`src/rtl/rfs_pkg.sv`:
```
package rfs_pkg;

  typedef enum logic [1:0] {
    RM_OFF    = 2'b00,
    RM_SINGLE = 2'b01,
    RM_GRP4   = 2'b10,
    RM_GRP8   = 2'b11
  } rmode_e;

  localparam int unsigned PERIOD_OFFSET = 50;

  // number of refresh commands added by one period expiry
  function automatic int unsigned group_len(rmode_e m);
    case (m)
      RM_SINGLE: return 1;
      RM_GRP4:   return 4;
      RM_GRP8:   return 8;
      default:   return 0;
    endcase
  endfunction

endpackage

```
`src/rtl/rfs_cfg_track.sv`:
```
module rfs_cfg_track
  import rfs_pkg::*;
#(
  parameter int unsigned IV_W = 16,
  parameter logic [IV_W-1:0] RST_IV = 16'h6188
) (
  input  logic            clk,
  input  logic            rst,
  input  logic [1:0]      mode_in,
  input  logic [IV_W-1:0] iv_in,
  output rmode_e          mode_q,
  output logic            changed
);

  logic [IV_W-1:0] iv_q;

  always_ff @(posedge clk) begin
    if (rst) begin
      mode_q <= RM_OFF;
      iv_q   <= RST_IV;
    end else begin
      mode_q <= rmode_e'(mode_in);
      iv_q   <= iv_in;
    end
  end

  // a rewrite of either field restarts the period
  assign changed = (rmode_e'(mode_in) != mode_q) || (iv_in != iv_q);

endmodule

```
`src/rtl/rfs_interval_timer.sv`:
```
module rfs_interval_timer #(
  parameter int unsigned IV_W   = 16,
  parameter int unsigned OFFSET = 50,
  parameter logic [IV_W-1:0] RST_IV = 16'h6188
) (
  input  logic            clk,
  input  logic            rst,
  input  logic            reload,
  input  logic            run,
  input  logic [IV_W-1:0] interval,
  output logic            expire
);

  localparam int unsigned CW = IV_W + 1;
  localparam logic [CW-1:0] OFS_M1  = CW'(OFFSET - 1);
  localparam logic [CW-1:0] RST_CNT = CW'(RST_IV) + OFS_M1;

  logic [CW-1:0] cnt_q;
  logic [CW-1:0] load_val;

  assign load_val = CW'(interval) + OFS_M1;
  assign expire   = run && !reload && (cnt_q == '0);

  always_ff @(posedge clk) begin
    if (rst) begin
      cnt_q <= RST_CNT;
    end else if (reload) begin
      cnt_q <= load_val;
    end else if (run) begin
      if (cnt_q == '0) cnt_q <= load_val;
      else             cnt_q <= cnt_q - 1'b1;
    end
  end

endmodule

```
`src/rtl/rfs_pend_ctr.sv`:
```
module rfs_pend_ctr #(
  parameter int unsigned PW = 5
) (
  input  logic          clk,
  input  logic          rst,
  input  logic          clear,
  input  logic          add_en,
  input  logic [PW-1:0] add_amt,
  input  logic          take,
  output logic [PW-1:0] pend_q,
  output logic          busy
);

  localparam logic [PW:0] MAXV = {1'b0, {PW{1'b1}}};

  logic          take_eff;
  logic [PW:0]   sum;
  logic [PW-1:0] pend_d;

  assign busy     = (pend_q != '0);
  assign take_eff = take && busy;

  always_comb begin
    sum = {1'b0, pend_q};
    if (add_en)   sum = sum + {1'b0, add_amt};
    if (take_eff) sum = sum - 1'b1;
    if (clear)         pend_d = '0;
    else if (sum > MAXV) pend_d = MAXV[PW-1:0];
    else               pend_d = sum[PW-1:0];
  end

  always_ff @(posedge clk) begin
    if (rst) pend_q <= '0;
    else     pend_q <= pend_d;
  end

endmodule

```
`src/rtl/rfs_power_ctl.sv`:
```
module rfs_power_ctl (
  input  logic clk,
  input  logic rst,
  input  logic pwrdn_en,
  input  logic selfref_en,
  input  logic txn_active,
  input  logic ref_busy,
  output logic sr_req,
  output logic cke
);

  logic sr_d;
  logic cke_d;

  always_comb begin
    sr_d  = selfref_en && !txn_active && !ref_busy;
    cke_d = txn_active || (!pwrdn_en && !sr_d);
  end

  always_ff @(posedge clk) begin
    if (rst) begin
      sr_req <= 1'b0;
      cke    <= 1'b1;
    end else begin
      sr_req <= sr_d;
      cke    <= cke_d;
    end
  end

endmodule

```
`src/rtl/rfs_sched.sv`:
```
module rfs_sched
  import rfs_pkg::*;
#(
  parameter int unsigned IV_W   = 16,
  parameter int unsigned PEND_W = 5,   // at least 4, to hold one group of 8
  parameter logic [IV_W-1:0] RST_IV = 16'h6188
) (
  input  logic            clk,
  input  logic            rst,
  input  logic [1:0]      cfg_mode,
  input  logic [IV_W-1:0] cfg_interval,
  input  logic            cfg_pwrdn_en,
  input  logic            cfg_selfref_en,
  input  logic            ref_ack,
  input  logic            txn_active,
  output logic            ref_req,
  output logic            sr_req,
  output logic            cke
);

  rmode_e          mode_q;
  logic            cfg_changed;
  logic            expire;
  logic            ref_busy;
  logic [PEND_W-1:0] pend_level;
  logic [PEND_W-1:0] grp_amt;

  rfs_cfg_track #(.IV_W(IV_W), .RST_IV(RST_IV)) u_cfg (
    .clk     (clk),
    .rst     (rst),
    .mode_in (cfg_mode),
    .iv_in   (cfg_interval),
    .mode_q  (mode_q),
    .changed (cfg_changed)
  );

  rfs_interval_timer #(.IV_W(IV_W), .OFFSET(PERIOD_OFFSET), .RST_IV(RST_IV)) u_tmr (
    .clk      (clk),
    .rst      (rst),
    .reload   (cfg_changed),
    .run      (mode_q != RM_OFF),
    .interval (cfg_interval),
    .expire   (expire)
  );

  assign grp_amt = PEND_W'(group_len(mode_q));

  rfs_pend_ctr #(.PW(PEND_W)) u_pend (
    .clk     (clk),
    .rst     (rst),
    .clear   (rmode_e'(cfg_mode) == RM_OFF),
    .add_en  (expire),
    .add_amt (grp_amt),
    .take    (ref_ack),
    .pend_q  (pend_level),
    .busy    (ref_busy)
  );

  assign ref_req = ref_busy;

  rfs_power_ctl u_pwr (
    .clk        (clk),
    .rst        (rst),
    .pwrdn_en   (cfg_pwrdn_en),
    .selfref_en (cfg_selfref_en),
    .txn_active (txn_active),
    .ref_busy   (ref_busy),
    .sr_req     (sr_req),
    .cke        (cke)
  );

endmodule

```
`config.mk`:
```
export PLATFORM = sky130hd
export DESIGN_NAME = rfs_sched
export DESIGN_NICKNAME = d
export VERILOG_FILES = /design/src/rtl/rfs_pkg.sv /design/src/rtl/rfs_cfg_track.sv /design/src/rtl/rfs_interval_timer.sv /design/src/rtl/rfs_pend_ctr.sv /design/src/rtl/rfs_power_ctl.sv /design/src/rtl/rfs_sched.sv
export SDC_FILE = /design/constraint.sdc
export NUM_CORES = 1
export LEC_CHECK = 0
export ABC_AREA = 1
export BUFFER_PORTS_ARGS = -buffer_cell sky130_fd_sc_hd__buf_2
export CAP_MARGIN = 20
export CORE_MARGIN = 3
export CORE_UTILIZATION = 50
export CTS_CLUSTER_SIZE = 20
export DETAILED_ROUTE_END_ITERATION = 6
export MAX_ROUTING_LAYER = met4
export PLACE_DENSITY = 0.66
export SLEW_MARGIN = 15
export SYNTH_ARGS = -nofsm -noshare
export SYNTH_HDL_FRONTEND = slang
export SYNTH_HIERARCHICAL = 1
export SYNTH_SLANG_ARGS = --single-unit
```
`constraint.sdc`:
```
create_clock -name clk -period 3.45 [get_ports clk]
set_input_delay 0.69 -clock clk [delete_from_list [all_inputs] [get_ports clk]]
set_output_delay 0.69 -clock clk [all_outputs]
set_load 0.02 [all_outputs]
```
==> results of run 1 <==
-- cells in the final DEF, fill, tap and decap left out, types with 3 or more instances in the layout --
cell type	Yosys	layout
buf_2	2	26
nor2_2	3	3
nand3_2	4	4
nand3_1	42	42
nand3_4	3	3
nand3b_1	3	3
nand2_2	6	6
o21ai_0	7	7
nor2_1	73	73
o211ai_1	5	5
clkbuf_8	0	8
nor3_1	4	4
dfxtp_1	42	42
xnor2_1	4	4
nand4_1	6	6
xor2_1	13	13
conb_1	1	3
ha_1	9	9
a21oi_1	11	11
nand2_1	168	168
inv_1	93	93
-- synthesized netlist by cell type (3+ instances only) --
cell type  count  area share, %
a21oi_1       11            1.7
dfxtp_1       42             26
ha_1           9            3.5
inv_1         93             11
nand2_1      168             20
nand2_2        6            1.2
nand3_1       42            6.5
nand3_2        4            1.2
nand3_4        3            1.6
nand3b_1       3           0.70
nand4_1        6            1.2
nor2_1        73            8.5
nor2_2         3           0.58
nor3_1         4           0.62
o211ai_1       5            1.2
o21ai_0        7            1.1
xnor2_1        4            1.1
xor2_1        13            3.5
-- worst reg2reg max path, delay by kind of cell, from the launching register on --
kind,cells,cell delay [ns]
simple gates,13,1.34
flops,1,0.41
buf+inv,4,0.37
compound gates,1,0.18
fa+ha+maj,1,0.17
-- state kept, by name (all words and copies together) (netlist names) --
signal	cells
u_cfg/mode_q	2
u_pwr/sr_req	1
u_pend/pend_q	5
u_pwr/cke	1
u_tmr/cnt_q	17
u_cfg/iv_q	16
-- final timing paths --
| kind | end | cells past startpoint |
|---|---|---|
| max reg2reg | u_pend/pend_q[4]$_SDFF_PP0_ | 19 |
| min | u_tmr/cnt_q[2]$_SDFFE_PP0P_ | 2 |
| min reg2reg | u_tmr/cnt_q[2]$_SDFFE_PP0P_ | 2 |
| max | u_pend/pend_q[4]$_SDFF_PP0_ | 20 |
-- metrics by stage --
stage,instances,hold WS (ns)
global route,635,0.572
floorplan,530,0.491
detailed placement,627,0.511
global placement,627,0.514
CTS,635,0.529
finish,635,0.532
-- power by group --
| group | total [mW] | internal, mW | switching (mW) |
|---|---|---|---|
| logic | 0.744 | 0.287 | 0.457 |
| clock network | 0.375 | 0.202 | 0.173 |
| registers | 0.591 | 0.540 | 0.0504 |
-- kinds of logic after synthesis --
| group | synth area share [%] |
|---|---|
| compound gates | 7.07 |
| xor+xnor | 4.62 |
| mux | 0.350 |
| buf+inv | 12.5 |
| other cells | 0.116 |
| simple gates | 45.1 |
| fa+ha+maj | 4.12 |
| flops | 26.1 |
-- final cells by class --
type	count	area share (%)
Clock buffer	8	3.11
Tap cell	75	2.65
Multi-Input combinational cell	386	56.1
Timing Repair Buffer	28	4.10
Inverter	96	10.3
Sequential cell	42	23.8
-- routing by layer --
layer | track usage [%] | vias up | routed length, um
met5 | - | - | 0
met4 | 7.79 | 0 | 154
met3 | 2.85 | 12 | 342
li1 | - | 1677 | -
met2 | 37.6 | 70 | 3680
met1 | 28.0 | 1412 | 3490
==> out/results.txt, run 1 <==
Detailed Route Iter0 Violations -> 161
post-synthesis cell area -> 3220 um2
Max clock buf depth -> 2
Num CTS Buffers -> 5
Area Growth Syn to Fin -> 9.83%
CTS resizes -> 0
fmax -> 363 MHz
HP Class -> reg2reg
CP top delay family -> simple AND/OR/NAND/NOR gates
average cell area after synthesis -> 6.10 um2
critical path type -> in2reg
unrepaired setup endpoints after global routing -> false
max-cap violation count -> 0
fraction of registers with async set/reset -> 0%
largest net degree at the start of global routing -> 30
Port Buffers -> 26
first-pass GRT wire length -> 13.0 mm
CTS tree -> yes
total inserted antenna cells -> 0
Vias/cell -> 4.99
final hold vios -> 0
chip height -> 86.3 um
Leakage -> 1.95 nW
CP Launch Point -> cfg_interval[3]
most used cell, CP -> nand2_1
worst skew pair latency -> 0.31 ns
Initial Util -> 53.1%
Die X -> 86.3 um
post-CTS setup buffer count -> 0
FILL cells -> 637
number of buffers and inverters on the critical path -> 5
post-synthesis cell count -> 528
final wirelength -> 7.67 mm
Min-Delay Startpoint -> u_tmr/cnt_q[2]$_SDFFE_PP0P_
Synth Flop Type -> dfxtp_1
Least-Margin Pin Slew -> 0.612 ns
post-route ant nets -> 0
HPWL after DPL -> 6.02 mm
register area -> 841 um2
R2R setup slack -> 0.87 ns
Clk Tree Root Cell -> clkbuf_8
WL per Instance -> 12.1 um
area post-placement -> 3430 um2
library cells used by synthesis -> 42
EDFF count, synth -> 0
Overflow after GRT -> 0
sequential-to-total area share from yosys stat -> 26.1%
Setup Slack @ Placement -> 0.376 ns
layout cells sized above 1 -> 12.1%
I/O Pins -> 27
r2r startpoint -> u_cfg/mode_q[1]$_SDFF_PP0_
CP peak stage delay -> 0.24 ns
CP required -> 3.65 ns
# H-tree levels -> 2
# DRC -> 0
die area -> 7440 um2
all-layer global routing usage -> 22.5%
Critical Path AT -> 2.96 ns
peak supply drop -> 0.327 mV
Setup crit start kind -> input port
outcome -> finished clean
crit-path max FO -> 9
final worst slack -> 0.695 ns
clk slew on worst S/H paths -> 0.08 ns
Final setup violation count -> 0
TNS Setup -> 0 ns
Placement Rows -> 28
Max Clock Skew -> 0.0115 ns
routed vias -> 3171
initial antenna violation count -> 0
period utilization -> 79.9%
pwr dens -> 483 nW/um2
Worst Setup End Kind -> flip-flop
Synthesis Warnings -> 6
drt pass-1 iters -> 5
Final Power -> 1.71 mW
post-layout min period -> 2.76 ns
relative slew slack -> 59.2%
footprint of the multi-input gates -> 1980 um2
hold_buf cts -> 0
Synth Register Bits -> 42
fin. max-slew vios -> 0
Finished Core Util -> 58.4%
vias in the first global route -> 2852
CP Cell Sequence -> buf_2, inv_1, nand2_1, nand2_1, nor2_1, nand2_1, nor2_1, nand3_1, nor3_1, buf_4, inv_4, o21ai_4, ha_1, inv_1, nor3_2, nand2_1, nand2_1, nand2_1, nor2_1, nor2_1
Sink Count -> 42
fin nets -> 593
core area -> 6060 um2
cell area after layout -> 3540 um2
Slowest-stage cell, CP -> nor3_1
GP Congestion -> 0.916
No activity file was read; power rests on OpenSTA's default activity.
==> inputs of run 2 (changes only) <==
Settings changed: PLACE_DENSITY 0.66 to 0.68.
Clock period 3.45 ns to 2.4 ns, I/O delays scaled along.
==> run 2 against run 1 <==
  * Final area increased by 12%
  * Sequential share of layout area shrank 2.3 points
  * Hold slack got worse by 0.15 ns
  * Register-to-register slack got worse by 0.81 ns
  * Final cell count up 6.8%
  * Critical path type is now reg2reg
  * Clock power up 54%
  * First-iteration DRC count increased by 8.7%
  * Core utilization increased by 7.2 points
  * Clock-buffer cell count down 2
  * Total power up 56%
  * Clock skew down 0.0038 ns
  * Non-clock buffer count grew 44
==> out/results.txt, run 2 (synthesis results as in run 1) <==
outcome -> finished clean
Max Clock Skew -> 0.00777 ns (-0.00375 ns)
Final setup violation count -> 0 (unchanged)
all-layer global routing usage -> 22.8% (+0.29 points)
HP Class -> in2reg
GP Congestion -> 0.900 (-1.7%)
Vias/cell -> 4.88 (-2.3%)
Largest register FFs -> 17 (unchanged)
WL per Instance -> 11.7 um (-3.0%)
post-layout min period -> 2.34 ns
fin. max-slew vios -> 0 (unchanged)
Overflow after GRT -> 0 (unchanged)
Worst Setup End Kind -> flip-flop
worst hold slack -> 0.387 ns (-0.145 ns)
commonest cells after routing, fill and taps aside -> 163 x nand2_1, 89 x inv_1, 65 x nor2_1, 44 x buf_4, 41 x nand3_1
critical path type -> reg2reg
CP peak stage delay -> 0.56 ns (+0.32 ns)
Critical Path AT -> 2.58 ns (-0.38 ns)
# H-tree levels -> 2 (unchanged)
commonest non-fill, non-tap cell in the layout -> nand2_1
Num CTS Buffers -> 5 (unchanged)
CP required -> 2.64 ns (-1.01 ns)
Finished Core Util -> 65.6% (+7.2 points)
die area -> 7440 um2 (unchanged)
Leakage -> 2.17 nW (+11%)
CTS tree -> yes
Biggest register -> u_tmr/cnt_q
vias in the first global route -> 3050 (+6.9%)
final hold vios -> 0 (unchanged)
Die X -> 86.3 um (unchanged)
CP Cell Sequence -> buf_6, inv_2, nor2_2, ha_2, inv_2, fa_2, nand2_2, o21ai_4, ha_2, mux2_2, nand3_1, nand2_1, inv_1
peak supply drop -> 0.599 mV (+83%)
Max clock buf depth -> 2 (unchanged)
largest net degree at the start of global routing -> 18 (-40%)
first-pass GRT wire length -> 13.2 mm (+1.5%)
chip height -> 86.3 um (unchanged)
total inserted antenna cells -> 0 (unchanged)
Initial Util -> 53.1% (unchanged)
initial antenna violation count -> 0 (unchanged)
max-cap violation count -> 0 (unchanged)
crit-path max FO -> 4 (-5)
pwr dens -> 672 nW/um2 (+39%)
routed vias -> 3307 (+4.3%)
Regs by FF count -> u_tmr/cnt_q: 17 flops, u_cfg/iv_q: 16 flops, u_pend/pend_q: 5 flops
fin nets -> 637 (+7.4%)
Clk Tree Root Cell -> clkbuf_8
HPWL after DPL -> 6.25 mm (+3.9%)
I/O Pins -> 27 (unchanged)
Placement Rows -> 28 (unchanged)
worst skew pair latency -> 0.30 ns (about the same)
period utilization -> 97.3%
post-route ant nets -> 0 (unchanged)
Sink Count -> 42 (unchanged)
Setup crit start kind -> flip-flop
# DRC -> 0 (unchanged)
final wirelength -> 7.94 mm (+3.6%)
TNS Setup -> 0 ns (unchanged)
Detailed Route Iter0 Violations -> 175 (+8.7%)
core area -> 6060 um2 (unchanged)
unrepaired setup endpoints after global routing -> true
Slowest-stage cell, CP -> fa_2
fmax -> 428 MHz
drt pass-1 iters -> 5 (unchanged)
clk slew on worst S/H paths -> 0.08 ns (about the same)
layout cells sized above 1 -> 23.1% (+11 points)
Area Growth Syn to Fin -> 23.5%
Port Buffers -> 26 (unchanged)
==> run 2: stage by stage <==
step / cells / worst slack (ns) / power [mW] / cell area (um2)
6_report: 678 / 0.0640 / 2.67 / 3980
2_1_floorplan: 530 / 0.00434 / 1.70 / 3230
3_3_place_gp: 663 / -0.135 / 1.96 / 3700
4_1_cts: 670 / 0.00197 / 2.58 / 3810
3_5_place_dp: 663 / -0.199 / 1.99 / 3700
5_1_grt: 678 / -0.0712 / 2.88 / 3980
==> run 2: power breakdown <==
group          total [mW]  switching (mW)  internal, mW
Combinational        1.24           0.718         0.518
Clock               0.577           0.244         0.333
Sequential          0.857          0.0814         0.776
==> run 2: worst paths after layout <==
path	from	to	slack, ns	depth (start not counted)
hold reg to reg	u_tmr/cnt_q[2]$_SDFFE_PP0P_	u_tmr/cnt_q[2]$_SDFFE_PP0P_	0.53	2
setup / recovery	u_cfg/mode_q[0]$_SDFF_PP0_	u_pend/pend_q[1]$_SDFF_PP0_	0.06	13
hold / removal	txn_active	u_pwr/cke$_SDFF_PP1_	0.39	3
setup reg to reg	u_cfg/mode_q[0]$_SDFF_PP0_	u_pend/pend_q[1]$_SDFF_PP0_	0.06	13
==> run 2: cell type report <==
type | instances | area (um2)
well taps | 75 | 93.8
clock inverters | 1 | 30.0
repair buffers | 72 | 483
inverters | 96 | 363
flip-flops and latches | 42 | 852
multi-input cells | 386 | 2070
clock buffers | 6 | 82.6
fillers | 564 | 2080
==> run 2: layer usage <==
metal  up-vias  share of wire (%)  track usage [%]
met2        64                 51             40.2
met5         -                  0                -
met4         0               0.92             5.52
met1      1472                 44             27.0
met3         6                3.4             3.90
li1       1765                  -                -
==> run 2: worst max-delay path: cells and delay by family (launching register included) <==
kind | cells | cell delay, ns
compound gates | 1 | 0.08
fa+ha+maj | 3 | 1.05
buf+inv | 4 | 0.23
flops | 1 | 0.37
mux | 1 | 0.27
simple gates | 4 | 0.29
==> run 2: what timing repair did <==
item                                   CTS  global route
gates resized for setup                  1            38
endpoints found under the hold margin    0             0
setup endpoints to repair                1             5
pin swaps                                0            25
hold buffers                             0             0
buffers inserted                         0             8
